$ cat config.mk
export PLATFORM = sky130hd
export DESIGN_NAME = twi_strap_slave
export DESIGN_NICKNAME = d
export VERILOG_FILES = /design/src/rtl/twi_pkg.sv /design/src/rtl/twi_line_sync.sv /design/src/rtl/twi_strap_decode.sv /design/src/rtl/twi_reg_bank.sv /design/src/rtl/twi_strap_slave.sv
export SDC_FILE = /design/constraint.sdc
export NUM_CORES = 1
export LEC_CHECK = 0
export ABC_AREA = 1
export BUFFER_PORTS_ARGS = -buffer_cell sky130_fd_sc_hd__buf_2
export CAP_MARGIN = 20
export CORE_AREA = 2 2 109 69
export CTS_CLUSTER_SIZE = 40
export DETAILED_ROUTE_END_ITERATION = 10
export DIE_AREA = 0 0 111 71
export PLACE_DENSITY = 0.8
export SYNTH_ARGS = -nofsm -noshare
export SYNTH_HDL_FRONTEND = slang
export SYNTH_HIERARCHICAL = 1
export SYNTH_SLANG_ARGS = --single-unit
$ cat constraint.sdc
create_clock -name clk -period 2.5 [get_ports clk]
set_clock_uncertainty 0.15 [all_clocks]
set_input_delay 0 -clock clk [delete_from_list [all_inputs] [get_ports clk]]
set_output_delay 0 -clock clk [all_outputs]
set_load 0.005 [all_outputs]
$ cat src/rtl/twi_pkg.sv
// Package: shared types and constants for the strap-addressed two-wire slave.
// Assumes a byte-wide protocol with a 7-bit address.
package twi_pkg;
    localparam int BYTE_W = 8;
    localparam int ADDR_W = 7;
    localparam int CNT_W  = 4;

    typedef enum logic [2:0] {
        ST_IDLE,
        ST_ADDR,
        ST_ACK,
        ST_WR,
        ST_RD,
        ST_RDACK
    } twi_state_e;
endpackage

$ cat src/rtl/twi_line_sync.sv
// twi_line_sync: brings SCL and SDA into the clk domain through STAGES flops
// and flags SCL edges plus start/stop conditions on the synchronized lines.
// Assumes the bus is idle high during reset and STAGES >= 2.
module twi_line_sync #(
    parameter int STAGES = 2
) (
    input  logic clk,
    input  logic rst_n,
    input  logic scl_in,
    input  logic sda_in,
    output logic scl_s,
    output logic sda_s,
    output logic scl_rise,
    output logic scl_fall,
    output logic start_evt,
    output logic stop_evt
);
    logic [STAGES-1:0] scl_pipe;
    logic [STAGES-1:0] sda_pipe;
    logic              scl_d;
    logic              sda_d;

    // Shift both lines through the synchronizer and keep one older sample.
    always_ff @(posedge clk) begin
        if (!rst_n) begin
            scl_pipe <= '1;
            sda_pipe <= '1;
            scl_d    <= 1'b1;
            sda_d    <= 1'b1;
        end else begin
            scl_pipe <= {scl_pipe[STAGES-2:0], scl_in};
            sda_pipe <= {sda_pipe[STAGES-2:0], sda_in};
            scl_d    <= scl_pipe[STAGES-1];
            sda_d    <= sda_pipe[STAGES-1];
        end
    end

    assign scl_s     = scl_pipe[STAGES-1];
    assign sda_s     = sda_pipe[STAGES-1];
    assign scl_rise  = scl_s & ~scl_d;
    assign scl_fall  = ~scl_s & scl_d;
    assign start_evt = scl_s & scl_d & sda_d & ~sda_s;
    assign stop_evt  = scl_s & scl_d & ~sda_d & sda_s;
endmodule

$ cat src/rtl/twi_strap_decode.sv
// twi_strap_decode: turns two three-level strap codes into a 7-bit device
// address, captured once in the first cycle after reset is released.
// Assumes code 11 means the same as unconnected.
module twi_strap_decode (
    input  logic       clk,
    input  logic       rst_n,
    input  logic [1:0] strap_a,
    input  logic [1:0] strap_b,
    output logic [6:0] dev_addr,
    output logic       addr_valid
);
    logic [3:0] sel;
    logic [6:0] addr_lut;

    function automatic logic [3:0] level(input logic [1:0] code);
        return code[1] ? 4'd2 : {3'd0, code[0]};
    endfunction

    // Combine the two strap levels into an index and look up the address.
    always_comb begin
        sel = 4'(level(strap_a) * 4'd3 + level(strap_b));
        case (sel)
            4'd0:    addr_lut = 7'b0101001;
            4'd1:    addr_lut = 7'b0101010;
            4'd2:    addr_lut = 7'b1001100;
            4'd3:    addr_lut = 7'b1001101;
            4'd4:    addr_lut = 7'b0011000;
            4'd5:    addr_lut = 7'b0011001;
            4'd6:    addr_lut = 7'b0011010;
            4'd7:    addr_lut = 7'b0101011;
            default: addr_lut = 7'b1001110;
        endcase
    end

    // Capture the address once after reset and hold it afterwards.
    always_ff @(posedge clk) begin
        if (!rst_n) begin
            dev_addr   <= '0;
            addr_valid <= 1'b0;
        end else if (!addr_valid) begin
            dev_addr   <= addr_lut;
            addr_valid <= 1'b1;
        end
    end
endmodule

$ cat src/rtl/twi_reg_bank.sv
// twi_reg_bank: NUM_REGS byte registers addressed by a byte-wide index.
// Indices at or above NUM_REGS ignore writes and read back all ones.
module twi_reg_bank #(
    parameter int NUM_REGS = 4,
    parameter int DATA_W   = 8,
    parameter int IDX_W    = 8
) (
    input  logic              clk,
    input  logic              rst_n,
    input  logic              wr_en,
    input  logic [IDX_W-1:0]  wr_idx,
    input  logic [DATA_W-1:0] wr_data,
    input  logic [IDX_W-1:0]  rd_idx,
    output logic [DATA_W-1:0] rd_data
);
    logic [DATA_W-1:0] regs [NUM_REGS];

    for (genvar g = 0; g < NUM_REGS; g++) begin : g_reg
        // Each register loads when the write index selects it.
        always_ff @(posedge clk) begin
            if (!rst_n) begin
                regs[g] <= '0;
            end else if (wr_en && wr_idx == IDX_W'(g)) begin
                regs[g] <= wr_data;
            end
        end
    end

    // Read mux with an all-ones default for indices that have no register.
    always_comb begin
        rd_data = '1;
        for (int i = 0; i < NUM_REGS; i++) begin
            if (rd_idx == IDX_W'(i)) rd_data = regs[i];
        end
    end
endmodule

$ cat src/rtl/twi_strap_slave.sv
// twi_strap_slave: two-wire slave with a strap-selected address, a pointer
// register that persists between transactions, and a small register bank.
// Assumes SDA changes only while SCL is low, except at start and stop, and
// that clk oversamples SCL by a wide margin. No clock stretching.
module twi_strap_slave #(
    parameter int NUM_REGS    = 4,
    parameter int SYNC_STAGES = 2
) (
    input  logic       clk,
    input  logic       rst_n,
    input  logic       scl_i,
    input  logic       sda_i,
    input  logic [1:0] strap_a,
    input  logic [1:0] strap_b,
    output logic       sda_pull_o
);
    import twi_pkg::*;

    localparam logic [CNT_W-1:0] BITS_DONE = CNT_W'(BYTE_W);

    logic scl_s, sda_s, scl_rise, scl_fall, start_evt, stop_evt;
    logic [ADDR_W-1:0] dev_addr;
    logic              addr_valid;
    twi_state_e        state;
    logic [CNT_W-1:0]  bit_cnt;
    logic [BYTE_W-1:0] shreg;
    logic [BYTE_W-1:0] txreg;
    logic [BYTE_W-1:0] ptr;
    logic [BYTE_W-1:0] rd_data;
    logic              ptr_done;
    logic              rw;
    logic              master_ack;
    logic              reg_wr;

    twi_line_sync #(.STAGES(SYNC_STAGES)) u_sync (
        .clk(clk), .rst_n(rst_n), .scl_in(scl_i), .sda_in(sda_i),
        .scl_s(scl_s), .sda_s(sda_s), .scl_rise(scl_rise), .scl_fall(scl_fall),
        .start_evt(start_evt), .stop_evt(stop_evt)
    );

    twi_strap_decode u_strap (
        .clk(clk), .rst_n(rst_n), .strap_a(strap_a), .strap_b(strap_b),
        .dev_addr(dev_addr), .addr_valid(addr_valid)
    );

    // Data bytes after the pointer byte go to the selected register.
    assign reg_wr = (state == ST_WR) && scl_fall && (bit_cnt == BITS_DONE) && ptr_done;

    twi_reg_bank #(.NUM_REGS(NUM_REGS), .DATA_W(BYTE_W), .IDX_W(BYTE_W)) u_bank (
        .clk(clk), .rst_n(rst_n), .wr_en(reg_wr), .wr_idx(ptr),
        .wr_data(shreg), .rd_idx(ptr), .rd_data(rd_data)
    );

    // Protocol sequencer: address match, acknowledge, write and read phases.
    always_ff @(posedge clk) begin
        if (!rst_n) begin
            state      <= ST_IDLE;
            bit_cnt    <= '0;
            shreg      <= '0;
            txreg      <= '0;
            ptr        <= '0;
            ptr_done   <= 1'b0;
            rw         <= 1'b0;
            master_ack <= 1'b0;
            sda_pull_o <= 1'b0;
        end else if (start_evt) begin
            state      <= ST_ADDR;
            bit_cnt    <= '0;
            sda_pull_o <= 1'b0;
        end else if (stop_evt) begin
            state      <= ST_IDLE;
            sda_pull_o <= 1'b0;
        end else begin
            case (state)
                ST_ADDR: begin
                    if (scl_rise && bit_cnt < BITS_DONE) begin
                        shreg   <= {shreg[BYTE_W-2:0], sda_s};
                        bit_cnt <= bit_cnt + CNT_W'(1);
                    end else if (scl_fall && bit_cnt == BITS_DONE) begin
                        if (addr_valid && shreg[BYTE_W-1:1] == dev_addr) begin
                            rw         <= shreg[0];
                            ptr_done   <= 1'b0;
                            sda_pull_o <= 1'b1;
                            state      <= ST_ACK;
                        end else begin
                            state <= ST_IDLE;
                        end
                    end
                end
                ST_ACK: begin
                    if (scl_fall) begin
                        bit_cnt <= '0;
                        if (rw) begin
                            txreg      <= rd_data;
                            sda_pull_o <= ~rd_data[BYTE_W-1];
                            state      <= ST_RD;
                        end else begin
                            sda_pull_o <= 1'b0;
                            state      <= ST_WR;
                        end
                    end
                end
                ST_WR: begin
                    if (scl_rise && bit_cnt < BITS_DONE) begin
                        shreg   <= {shreg[BYTE_W-2:0], sda_s};
                        bit_cnt <= bit_cnt + CNT_W'(1);
                    end else if (scl_fall && bit_cnt == BITS_DONE) begin
                        if (!ptr_done) begin
                            ptr      <= shreg;
                            ptr_done <= 1'b1;
                        end
                        sda_pull_o <= 1'b1;
                        state      <= ST_ACK;
                    end
                end
                ST_RD: begin
                    if (scl_rise && bit_cnt < BITS_DONE) begin
                        bit_cnt <= bit_cnt + CNT_W'(1);
                    end else if (scl_fall) begin
                        if (bit_cnt == BITS_DONE) begin
                            sda_pull_o <= 1'b0;
                            state      <= ST_RDACK;
                        end else begin
                            txreg      <= {txreg[BYTE_W-2:0], 1'b0};
                            sda_pull_o <= ~txreg[BYTE_W-2];
                        end
                    end
                end
                ST_RDACK: begin
                    if (scl_rise) begin
                        master_ack <= ~sda_s;
                    end else if (scl_fall) begin
                        if (master_ack) begin
                            bit_cnt    <= '0;
                            txreg      <= rd_data;
                            sda_pull_o <= ~rd_data[BYTE_W-1];
                            state      <= ST_RD;
                        end else begin
                            state <= ST_IDLE;
                        end
                    end
                end
                default: sda_pull_o <= 1'b0;
            endcase
        end
    end
endmodule

**Yosys cells after proc, flatten, opt, wreduce, memory -nomap -nowiden**

Memories as Yosys holds them, arrays and structs flattened.
Index checks and enable logic that the tools add are counted.

- Add/subtract/negate cells: 2
- Multipliers: 1
- Div/mod/pow operators: 0
- Magnitude comparators: 1
- Equal/unequal tests: 35
- Shifts and indexed selects: 0
- Multiplexer cells: 74
- Bitwise operators: 22
- Reductions and logical operators: 30

Operators by type and width:

| kind | count |
|---|---|
| 2-to-1 mux 8 bit | 8 |
| 2-to-1 mux 7 bit | 9 |
| AND reduction 11 bit | 4 |
| 2-to-1 mux 3 bit | 12 |
| inequality test 4 bit, second input constant | 9 |
| 2-to-1 mux 1 bit | 32 |
| inequality test 2 bit, second input constant | 13 |
| case mux 7 bit (3 select lines) | 1 |
| 2-to-1 mux 4 bit | 5 |
| == test 8 x 2 -> 1 bit, second input constant | 2 |
| case mux 3 bit (5 select lines) | 1 |
| case mux 4 bit (3 select lines) | 1 |
| AND reduction 6 bit | 2 |
| NOT 1 bit | 11 |
| logical AND 1 bit | 10 |
| == test 8 x 1 -> 1 bit, second input constant | 1 |
| logical NOT 8 bit | 1 |
| AND reduction 4 bit | 2 |
| AND reduction 8 bit | 1 |
| AND 1 bit | 7 |
| == test 7 bit | 1 |
| AND reduction 7 bit | 1 |
| nonzero test 7 bit | 1 |
| == test 3 x 2 -> 1 bit, second input constant | 2 |
| 18 further kinds | 28 |

- Register bits after elaboration: 48
- Bits in latches: 0
- Bits in writable memories: 32
- Memory bits (read-only): 48
- Output and inout port bits: 1
- Word-level logic and storage cells: 183
- Memories kept: 2

Memories:

| name | words | bits a word | read ports | clocked after Yosys merged registers in | write ports | RTL line | text |
|---|---|---|---|---|---|---|---|
| (no name shown) | 8 | 6 | 1 | 0 | 0 | twi_strap_decode.sv:22 | `case (sel)` |
| u_bank.regs | 4 | 8 | 4 | 0 | 4 | twi_reg_bank.sv:16 | `logic [DATA_W-1:0] regs [NUM_REGS];` |

**Logic depth before layout (Yosys ltp)**

Gate-level depths: netlist of the first run.

- Word-level depth: 10
- Depth in mapped cells: 13
- Mapped depth without buffers: 13

**Hierarchy**

The synthesis of the first run kept the hierarchy.

By module, submodules not included:

| module | instances | cells an instance | area an instance (µm²) |
|---|---|---|---|
| twi_strap_slave | 1 | 298 | 1,885.6 |
| twi_reg_bank | 1 | 176 | 1,627.8 |
| twi_strap_decode | 1 | 53 | 400.4 |
| twi_line_sync | 1 | 27 | 198.9 |

**Worst setup path before layout of the first run**

Ideal clock, no wire load.

- Path type: reg-to-reg
- Start point: reg bit_cnt[0]
- End point: mem u_bank.regs[1][0] (enable)
- Data arrival time: 1.513 ns
- Data required time: 2.021 ns
- Slack: 0.508 ns
- Cell stages (with the launch flop): 11
- Path buffers: 0
- Clock period less this slack: 1.992 ns
- Cells stage by stage: dfxtp_1 inv_1 ha_1 nand2_1 nor2_1 nand2_1 nor3_1 inv_1 nor2_1 nand2_1 nand2_1

RTL lines:

| what | RTL line | text |
|---|---|---|
| start: declaration | twi_strap_slave.sv:25 | `logic [CNT_W-1:0] bit_cnt;` |
| start signal: assignment | twi_strap_slave.sv:78 | `bit_cnt <= bit_cnt + CNT_W'(1);` |
| start signal: assignment | twi_strap_slave.sv:106 | `bit_cnt <= bit_cnt + CNT_W'(1);` |
| start signal: assignment | twi_strap_slave.sv:118 | `bit_cnt <= bit_cnt + CNT_W'(1);` |
| end: declaration | twi_reg_bank.sv:16 |  |

==> summary.md, run 1 <==
| Metric | Value |
|---|---|
| Status | `finished clean` |
| Initial antenna violation count | `0` |
| Leading area contributor after synthesis | `edfxtp_1` |
| Relative slew slack | `69.0%` |
| Met1 WL | `4.14 mm` |
| Setup TNS Final | `0 ns` |
| CTS tree | `done` |
| Prevailing post-synth register cell | `dfxtp_1` |
| Remaining Overflow, GRT | `0` |
| CP most frequent cell | `nand2_1` |
| Top layer in use | `met4` |
| Vias | `3610` |
| Setup crit start kind | `flop` |
| Critical Path AT | `2.09 ns` |
| Req. time, crit path | `2.35 ns` |
| WP buf/inv | `2` |
| Setup violations, final | `0` |
| TritonCTS buffer count | `9` |
| Iteration-0 DRC Markers | `260` |
| Slew Viols, Final | `0` |
| Synth Instances | `554` |
| Final cycle utilization of the critical path | `89.7%` |
| Ant diodes | `0` |
| Final HPWL DP | `6.74 mm` |
| ANT nets after route | `0` |
| Largest net degree at the start of global routing | `27` |
| Hold WC Path Type | `input port to flop` |
| Fin cells | `668` |
| Crit-path slowest cell | `dfxtp_1` |
| Critical path's top delay family | `simple AND/OR/NAND/NOR gates` |
| Most frequent cells in the layout | `nand2_1 (133), nor2_1 (89), inv_1 (88)` |
| Ys Warns | `6` |
| Vias in the first global route | `3417` |
| Layout cells sized above 1 | `8.67%` |
| Synth async-reset ratio | `0%` |
| Least-Margin Pin Slew | `0.464 ns` |
| Initial Util | `59.3%` |
| Power Total | `3.68 mW` |
| Synth top area share | `23.4%` |
| Wire length per cell | `13.7 µm` |
| Worst Setup End Kind | `flop` |
| CP Class | `flop to flop` |
| Num Clock Sinks | `79` |
| Most common cell after layout, fill and taps aside | `nand2_1` |
| Num rows | `24` |
| Post-synthesis cell area | `4110 µm²` |
| Crit-path max cell delay | `0.34 ns` |
| VDD IR-drop max | `0.000506 V` |
| Worst Hold Slack | `0.0705 ns` |
| Max Fclk | `446 MHz` |
| LEAKAGE | `2.06 nW` |
| RD Place Congestion | `0.905` |
| Root Driver | `clkbuf_16` |
| Die Ht | `71 µm` |
| Placed Cells | `647` |
| Top post-synthesis cells by area | `edfxtp_1 (23%), dfxtp_1 (23%), nand2_1 (12%), nor2_1 (8.1%), inv_1 (8.0%)` |
| Die Wd | `111 µm` |
| DRT Pass-1 Iters | `6` |
| Register area share after synthesis | `46.2%` |
| Worst-path clk slew | `0.06 ns` |
| Layout area overhead | `12.1%` |
| Routed wl met3 | `805 µm` |
| Fill cells | `622` |
| Number of synthesized flops with an enable pin | `32` |
| Register bit total from synthesis | `79` |
| Max FO, Critical Path | `8` |
| Clk buf depth | `2` |
| Final WL | `9.13 mm` |
| Critical path cell sequence | `inv_1 > ha_1 > nand2_1 > nor2_1 > nand2_1 > nor3_1 > nand2_1 > inv_1 > nand2_1 > nand2_1` |
| # Max-Cap Violations | `0` |
| DRC Markers | `0` |
| Setup WS pre-CTS | `0.251 ns` |
| Placed cell areas | `4240 µm²` |
| Tmin final | `2.24 ns` |
| Post-synth cell types | `35` |
| Pwr per Cell Area | `798 nW/µm²` |
| Syn nets | `570` |
| Placeable Area | `6940 µm²` |
| Hold Violations, Final | `0` |
| Fin area | `4610 µm²` |
| First-pass GRT wire length | `15.5 mm` |
| IO buf count | `8` |
| Worst-Skew Late Latency | `0.34 ns` |
| DR vias/cell | `5.40` |
| Setup WS post-layout | `0.258 ns` |
| Syn avg cell area | `7.42 µm²` |
| RSZ-0062 raised after global routing | `no` |
| # Post-CTS Setup Buffers | `0` |
| H-tree depth | `3` |
| Die ar. | `7880 µm²` |
| Final Util | `66.5%` |
| Overall Global Routing Usage | `25.1%` |
| Nets | `588` |
| # IOs | `9` |
| DR WL met2 | `4.09 mm` |
==> synthesized netlist by cell type (6+ instances only) <==
library cell and n:
o21ai_0 22, nand3_1 30, dfxtp_1 47, nor3_1 6
edfxtp_1 32, ha_1 7, o211ai_1 11, nand4_1 7
inv_2 6, nand2_1 133, nor2_1 89, inv_1 88
a21oi_1 38
==> flip-flops by register name, indices dropped and copies added (netlist names) <==
| signal | count |
|---|---|
| u_sync/sda_pipe | 2 |
| rw | 1 |
| bit_cnt | 4 |
| u_strap/dev_addr | 6 |
| sda_pull_o | 1 |
| master_ack | 1 |
| u_sync/sda_d | 1 |
| u_sync/scl_pipe | 2 |
| u_strap/addr_valid | 1 |
| shreg | 8 |
| state | 3 |
| u_sync/scl_d | 1 |
| u_bank/regs | 32 |
| ptr_done | 1 |
| ptr | 8 |
| txreg | 7 |
==> worst paths after layout <==
path,from,end,slack [ns],cells past startpoint
worst max-delay path,bit_cnt[0],u_bank/regs[3][2],0.26,10
worst max register to register,bit_cnt[0],u_bank/regs[3][2],0.26,10
worst min-delay path,strap_b[1],u_strap/dev_addr[2],0.07,5
worst min register to register,u_sync/scl_pipe[0],u_sync/scl_pipe[1],0.26,2
==> cell type report <==
class / count / area [µm²] / area share (%)
clock buffer: 13 / 303 / 6.57
clock inverter: 3 / 20.0 / 0.434
inverter: 94 / 353 / 7.65
multi-input combinational: 370 / 1790 / 38.8
sequential: 79 / 1900 / 41.3
tap: 91 / 114 / 2.47
timing repair buffer: 18 / 128 / 2.77
==> power breakdown <==
part	total [mW]	leakage [nW]	internal (mW)	switching, mW
logic	0.808	1.19	0.267	0.541
clock network	1.36	0.154	0.846	0.515
registers	1.51	0.713	1.44	0.0689
total	3.68	2.06	2.55	1.13
==> tightest hold or removal path: stages <==
cell     delay [ns]
buf_2          0.09
ha_1           0.17
nand2_1        0.07
nand3_1        0.11
a21oi_1        0.06
==> kinds of logic after synthesis <==
kind of cell,after synthesis,share of synthesized area (%)
buffers and inverters,105,10.2
AO/OA/AOI/OAI,77,10.4
adder cells (fa/ha/maj),8,2.62
flip-flops,79,46.2
XOR/XNOR,3,0.639
AND/OR/NAND/NOR,282,29.9
==> timing repair <==
item | in CTS | in global routing
hold buffers | 5 | 0
endpoints found under the hold margin | 9 | 0
endpoints found under the setup margin | 0 | 0
gates resized for setup | 0 | 0
==> layer usage <==
layer,vias up,GRT usage (%)
met5,-,0
met4,0,8.19
met3,12,7.20
met2,151,39.7
met1,1651,33.7
li1,1796,-
No activity file was read; power rests on OpenSTA's default activity.
==> run 2: changes to the inputs <==
--- a/config.mk
+++ b/config.mk
@@ -8,12 +8,11 @@
 export ABC_AREA = 1
 export BUFFER_PORTS_ARGS = -buffer_cell sky130_fd_sc_hd__buf_2
 export CAP_MARGIN = 20
-export CORE_AREA = 2 2 109 69
+export CORE_AREA = 2 2 107 68
 export CTS_CLUSTER_SIZE = 40
 export DETAILED_ROUTE_END_ITERATION = 10
-export DIE_AREA = 0 0 111 71
+export DIE_AREA = 0 0 109 70
 export PLACE_DENSITY = 0.8
 export SYNTH_ARGS = -nofsm -noshare
 export SYNTH_HDL_FRONTEND = slang
-export SYNTH_HIERARCHICAL = 1
 export SYNTH_SLANG_ARGS = --single-unit
==> run 2 against run 1 <==
  * First-iteration DRC count rose by 2.7%
  * Sequential power about the same
  * Cell count down 6.9%
  * Global-route usage is 0.68 points higher
  * Largest power group unchanged
  * Count of clock-buffer cells in the layout decreased by 2
  * Non-clock buffer count increased by 1
  * Highest routed layer unchanged
  * Area after synthesis is 2.6% lower
  * Maximum frequency rose by 1.7%
  * Setup slack gained 0.038 ns
  * Die area decreased by 3.2%
  * Largest cell class unchanged
==> summary.md, run 2 <==
| Metric | Value |
|---|---|
| Status | `finished clean (unchanged)` |
| Placeable Area | `6820 µm² (was 6940 µm²)` |
| Critical Path AT | `2.13 ns (was 2.09 ns)` |
| Num rows | `24 (unchanged)` |
| Multi-input gate area | `1780 µm² (was 1790 µm²)` |
| # Max-Cap Violations | `0 (unchanged)` |
| Nets | `543 (was 588)` |
| Crit-path max cell delay | `0.34 ns (about the same)` |
| Fin area | `4410 µm² (was 4610 µm²)` |
| CP Class | `flop to flop (unchanged)` |
| Most frequent cells in the layout | `nand2_1 (89), nor2_1 (75), inv_1 (67) (was nand2_1 (133), nor2_1 (89), inv_1 (88))` |
| Setup WS post-layout | `0.296 ns (was 0.258 ns)` |
| Setup violations, final | `0 (unchanged)` |
| Syn avg cell area | `7.92 µm² (was 7.42 µm²)` |
| Ant diodes | `0 (unchanged)` |
| Hold Violations, Final | `0 (unchanged)` |
| Max Fclk | `454 MHz (was 446 MHz)` |
| Layout cells sized above 1 | `13.4% (was 8.67%)` |
| Worst Setup End Kind | `flop (unchanged)` |
| WP buf/inv | `4 (was 2)` |
| # Post-CTS Setup Buffers | `0 (unchanged)` |
| Fill cells | `571 (was 622)` |
| Biggest regs | `u_bank.regs (32), ptr (8), shreg (8) (was u_bank/regs (32), ptr (8), shreg (8))` |
| Slew Viols, Final | `0 (unchanged)` |
| VDD IR-drop max | `0.000456 V (was 0.000506 V)` |
| Prevailing post-synth register cell | `dfxtp_1 (unchanged)` |
| LEAKAGE | `1.81 nW (was 2.06 nW)` |
| Top post-synthesis cells by area | `edfxtp_1 (24%), dfxtp_1 (23%), nand2_1 (8.3%), nor2_1 (7.1%), inv_1 (6.3%) (was edfxtp_1 (23%), dfxtp_1 (23%), nand2_1 (12%), nor2_1 (8.1%), inv_1 (8.0%))` |
| Die Ht | `70 µm (was 71 µm)` |
| Post-synthesis cell area | `4010 µm² (was 4110 µm²)` |
| Die Wd | `109 µm (was 111 µm)` |
| Layout area overhead | `10.1% (was 12.1%)` |
| Relative slew slack | `55.7% (was 69.0%)` |
| Initial antenna violation count | `0 (unchanged)` |
| Clk buf depth | `2 (unchanged)` |
| DRT Pass-1 Iters | `5 (was 6)` |
| Crit-path slowest cell | `dfxtp_1 (unchanged)` |
| Vias in the first global route | `3131 (was 3417)` |
| Net switching power | `921 µW (was 1.13 mW)` |
| Placed cell areas | `4150 µm² (was 4240 µm²)` |
| Most common cell after layout, fill and taps aside | `nand2_1 (unchanged)` |
| Final HPWL DP | `6.62 mm (was 6.74 mm)` |
| Initial Util | `58.8% (was 59.3%)` |
| Setup TNS Final | `0 ns (unchanged)` |
| Syn nets | `523 (was 570)` |
| Clock power frac | `32.0% (was 37.0%)` |
| DR vias/cell | `5.39 (was 5.40)` |
| First-pass GRT wire length | `14.7 mm (was 15.5 mm)` |
| Top reg by flops | `u_bank.regs (was u_bank/regs)` |
| Hold WC Path Type | `input port to flop (unchanged)` |
| Pwr per Cell Area | `698 nW/µm² (was 798 nW/µm²)` |
| Num Clock Sinks | `79 (unchanged)` |
| ANT nets after route | `0 (unchanged)` |
| Die ar. | `7630 µm² (was 7880 µm²)` |
| Overall Global Routing Usage | `25.8% (was 25.1%)` |
| Comb power frac | `19.8% (was 22.0%)` |
| Ys Warns | `0 (was 6)` |
| Setup WS pre-CTS | `0.238 ns (was 0.251 ns)` |
| Largest net degree at the start of global routing | `25 (was 27)` |
| Worst-path clk slew | `0.08 ns (was 0.06 ns)` |
| # IOs | `9 (unchanged)` |
| RD Place Congestion | `1.05 (was 0.905)` |
| Post-synth cell types | `38 (was 35)` |
| Internal power | `2.16 mW (was 2.55 mW)` |
| Least-Margin Pin Slew | `0.658 ns (was 0.464 ns)` |
| H-tree depth | `3 (unchanged)` |
| Tmin final | `2.20 ns (was 2.24 ns)` |
| IO buf count | `8 (unchanged)` |
| Max reg flops | `32 (unchanged)` |
| Synth Instances | `506 (was 554)` |
| Root Driver | `clkbuf_8 (was clkbuf_16)` |
| Setup crit start kind | `flop (unchanged)` |
| Iteration-0 DRC Markers | `267 (was 260)` |
| Wire length per cell | `14.4 µm (was 13.7 µm)` |
| Synth async-reset ratio | `0% (unchanged)` |
| Vias | `3353 (was 3610)` |
| Sw frac | `29.9% (was 30.6%)` |
| Register bit total from synthesis | `79 (unchanged)` |
| Register area | `1900 µm² (unchanged)` |
| RSZ-0062 raised after global routing | `no (unchanged)` |
| Req. time, crit path | `2.43 ns (was 2.35 ns)` |
| Reg power frac | `48.2% (was 41.1%)` |
| Leading area contributor after synthesis | `edfxtp_1 (unchanged)` |
| Worst-Skew Late Latency | `0.37 ns (was 0.34 ns)` |
| Register area share after synthesis | `47.5% (was 46.2%)` |
| CTS tree | `done (unchanged)` |
| Remaining Overflow, GRT | `0 (unchanged)` |
| Synth top cells by count | `nand2_1 (89), nor2_1 (76), inv_1 (67), dfxtp_1 (47), a21oi_1 (43) (was nand2_1 (133), nor2_1 (89), inv_1 (88), dfxtp_1 (47), a21oi_1 (38))` |
| DRC Markers | `0 (unchanged)` |
| Synth top area share | `24.0% (was 23.4%)` |
| Power Total | `3.08 mW (was 3.68 mW)` |
| Final WL | `8.93 mm (was 9.13 mm)` |
| TritonCTS buffer count | `9 (unchanged)` |
| Critical path's top delay family | `simple AND/OR/NAND/NOR gates (unchanged)` |
| Final cycle utilization of the critical path | `88.2% (was 89.7%)` |
| Count leader, synth | `nand2_1 (unchanged)` |
| Max FO, Critical Path | `8 (unchanged)` |
| Critical path cell sequence | `inv_1 > ha_1 > nand2_1 > nor2_2 > nand2_1 > nor2_2 > inv_2 > nor2_8 > inv_2 > o31ai_2 > buf_4 (was inv_1 > ha_1 > nand2_1 > nor2_1 > nand2_1 > nor3_1 > nand2_1 > inv_1 > nand2_1 > nand2_1)` |
| Number of synthesized flops with an enable pin | `32 (unchanged)` |
## run 2: changes by cell type in the layout (fill, tap and decap cells not counted), sizes merged, moves of 5 or more
| cell | change |
|---|---|
| o211ai | -9 |
| nand3b | +7 |
| o21ai | +16 |
| a21oi | +5 |
| nor2 | -10 |
| inv | -20 |
| or2 | +11 |
| nand2 | -44 |
## run 2: layer usage
| layer | track usage (%) | share of wire, % | up-vias |
|---|---|---|---|
| li1 | - | - | 1680 |
| met1 | 36.5 | 47 | 1527 |
| met2 | 36.9 | 42 | 130 |
| met3 | 8.96 | 9.0 | 16 |
| met4 | 8.12 | 1.6 | 0 |
| met5 | 0 | 0 | - |
## run 2: cell families (layout without fill, tap and decap cells)
group / Yosys count / after routing / share of synthesized area (%)
AND/OR/NAND/NOR: 241 / 241 / 28.8
AO/OA/AOI/OAI: 90 / 90 / 12.0
buffers and inverters: 84 / 109 / 8.27
flip-flops: 79 / 79 / 47.5
adder cells (fa/ha/maj): 9 / 9 / 2.81
XOR/XNOR: 3 / 3 / 0.656
## run 2: worst paths after layout
check	startpoint	end	slack, ns	cells past startpoint
max	bit_cnt[0]	u_bank.regs[0][2]	0.30	11
min reg2reg	u_sync.sda_pipe[0]	u_sync.sda_pipe[1]	0.27	1
max reg2reg	bit_cnt[0]	u_bank.regs[0][2]	0.30	11
min	strap_a[1]	u_strap.dev_addr[2]	0.08	5
## run 2: repair_timing
action	in CTS	in global routing
gates resized for setup	0	1
setup endpoints to repair	0	8
endpoints found under the hold margin	27	0
hold buffers	5	0
## run 2: tightest hold or removal path, cell delays in order
cell and delay, ns:
buf_2 0.11, xnor2_1 0.13, xor2_1 0.14, nand2_1 0.10
a21oi_1 0.06
## run 2: area by class of cell
cell class                      instances  share of cell area [%]
Sequential cell                        79                    43.1
Multi-Input combinational cell        343                    40.3
Inverter                               74                    6.29
Clock buffer                           11                    3.46
Timing Repair Buffer                   19                    3.06
Tap cell                               91                    2.58
Clock inverter                          5                    1.25
## run 2: per-stage QoR
stage          cells  hold slack, ns  util [%]
6_report         622          0.0792      64.7
3_5_place_dp     601          0.0405      60.9
5_1_grt          622           0.158      64.7
3_3_place_gp     601          0.0356      60.9
4_1_cts          622          0.0751      64.7
2_1_floorplan    506          -0.122         -
## run 2: power by group through the flow
stage	Sequential [mW]	Clock [mW]	Combinational [mW]
after detailed placement	1.51	0	0.585
after global placement	1.51	0	0.576
final	1.48	0.987	0.610
after CTS	1.48	0.995	0.594
after floorplan	1.50	0	0.456
after global routing	1.49	1.05	0.690
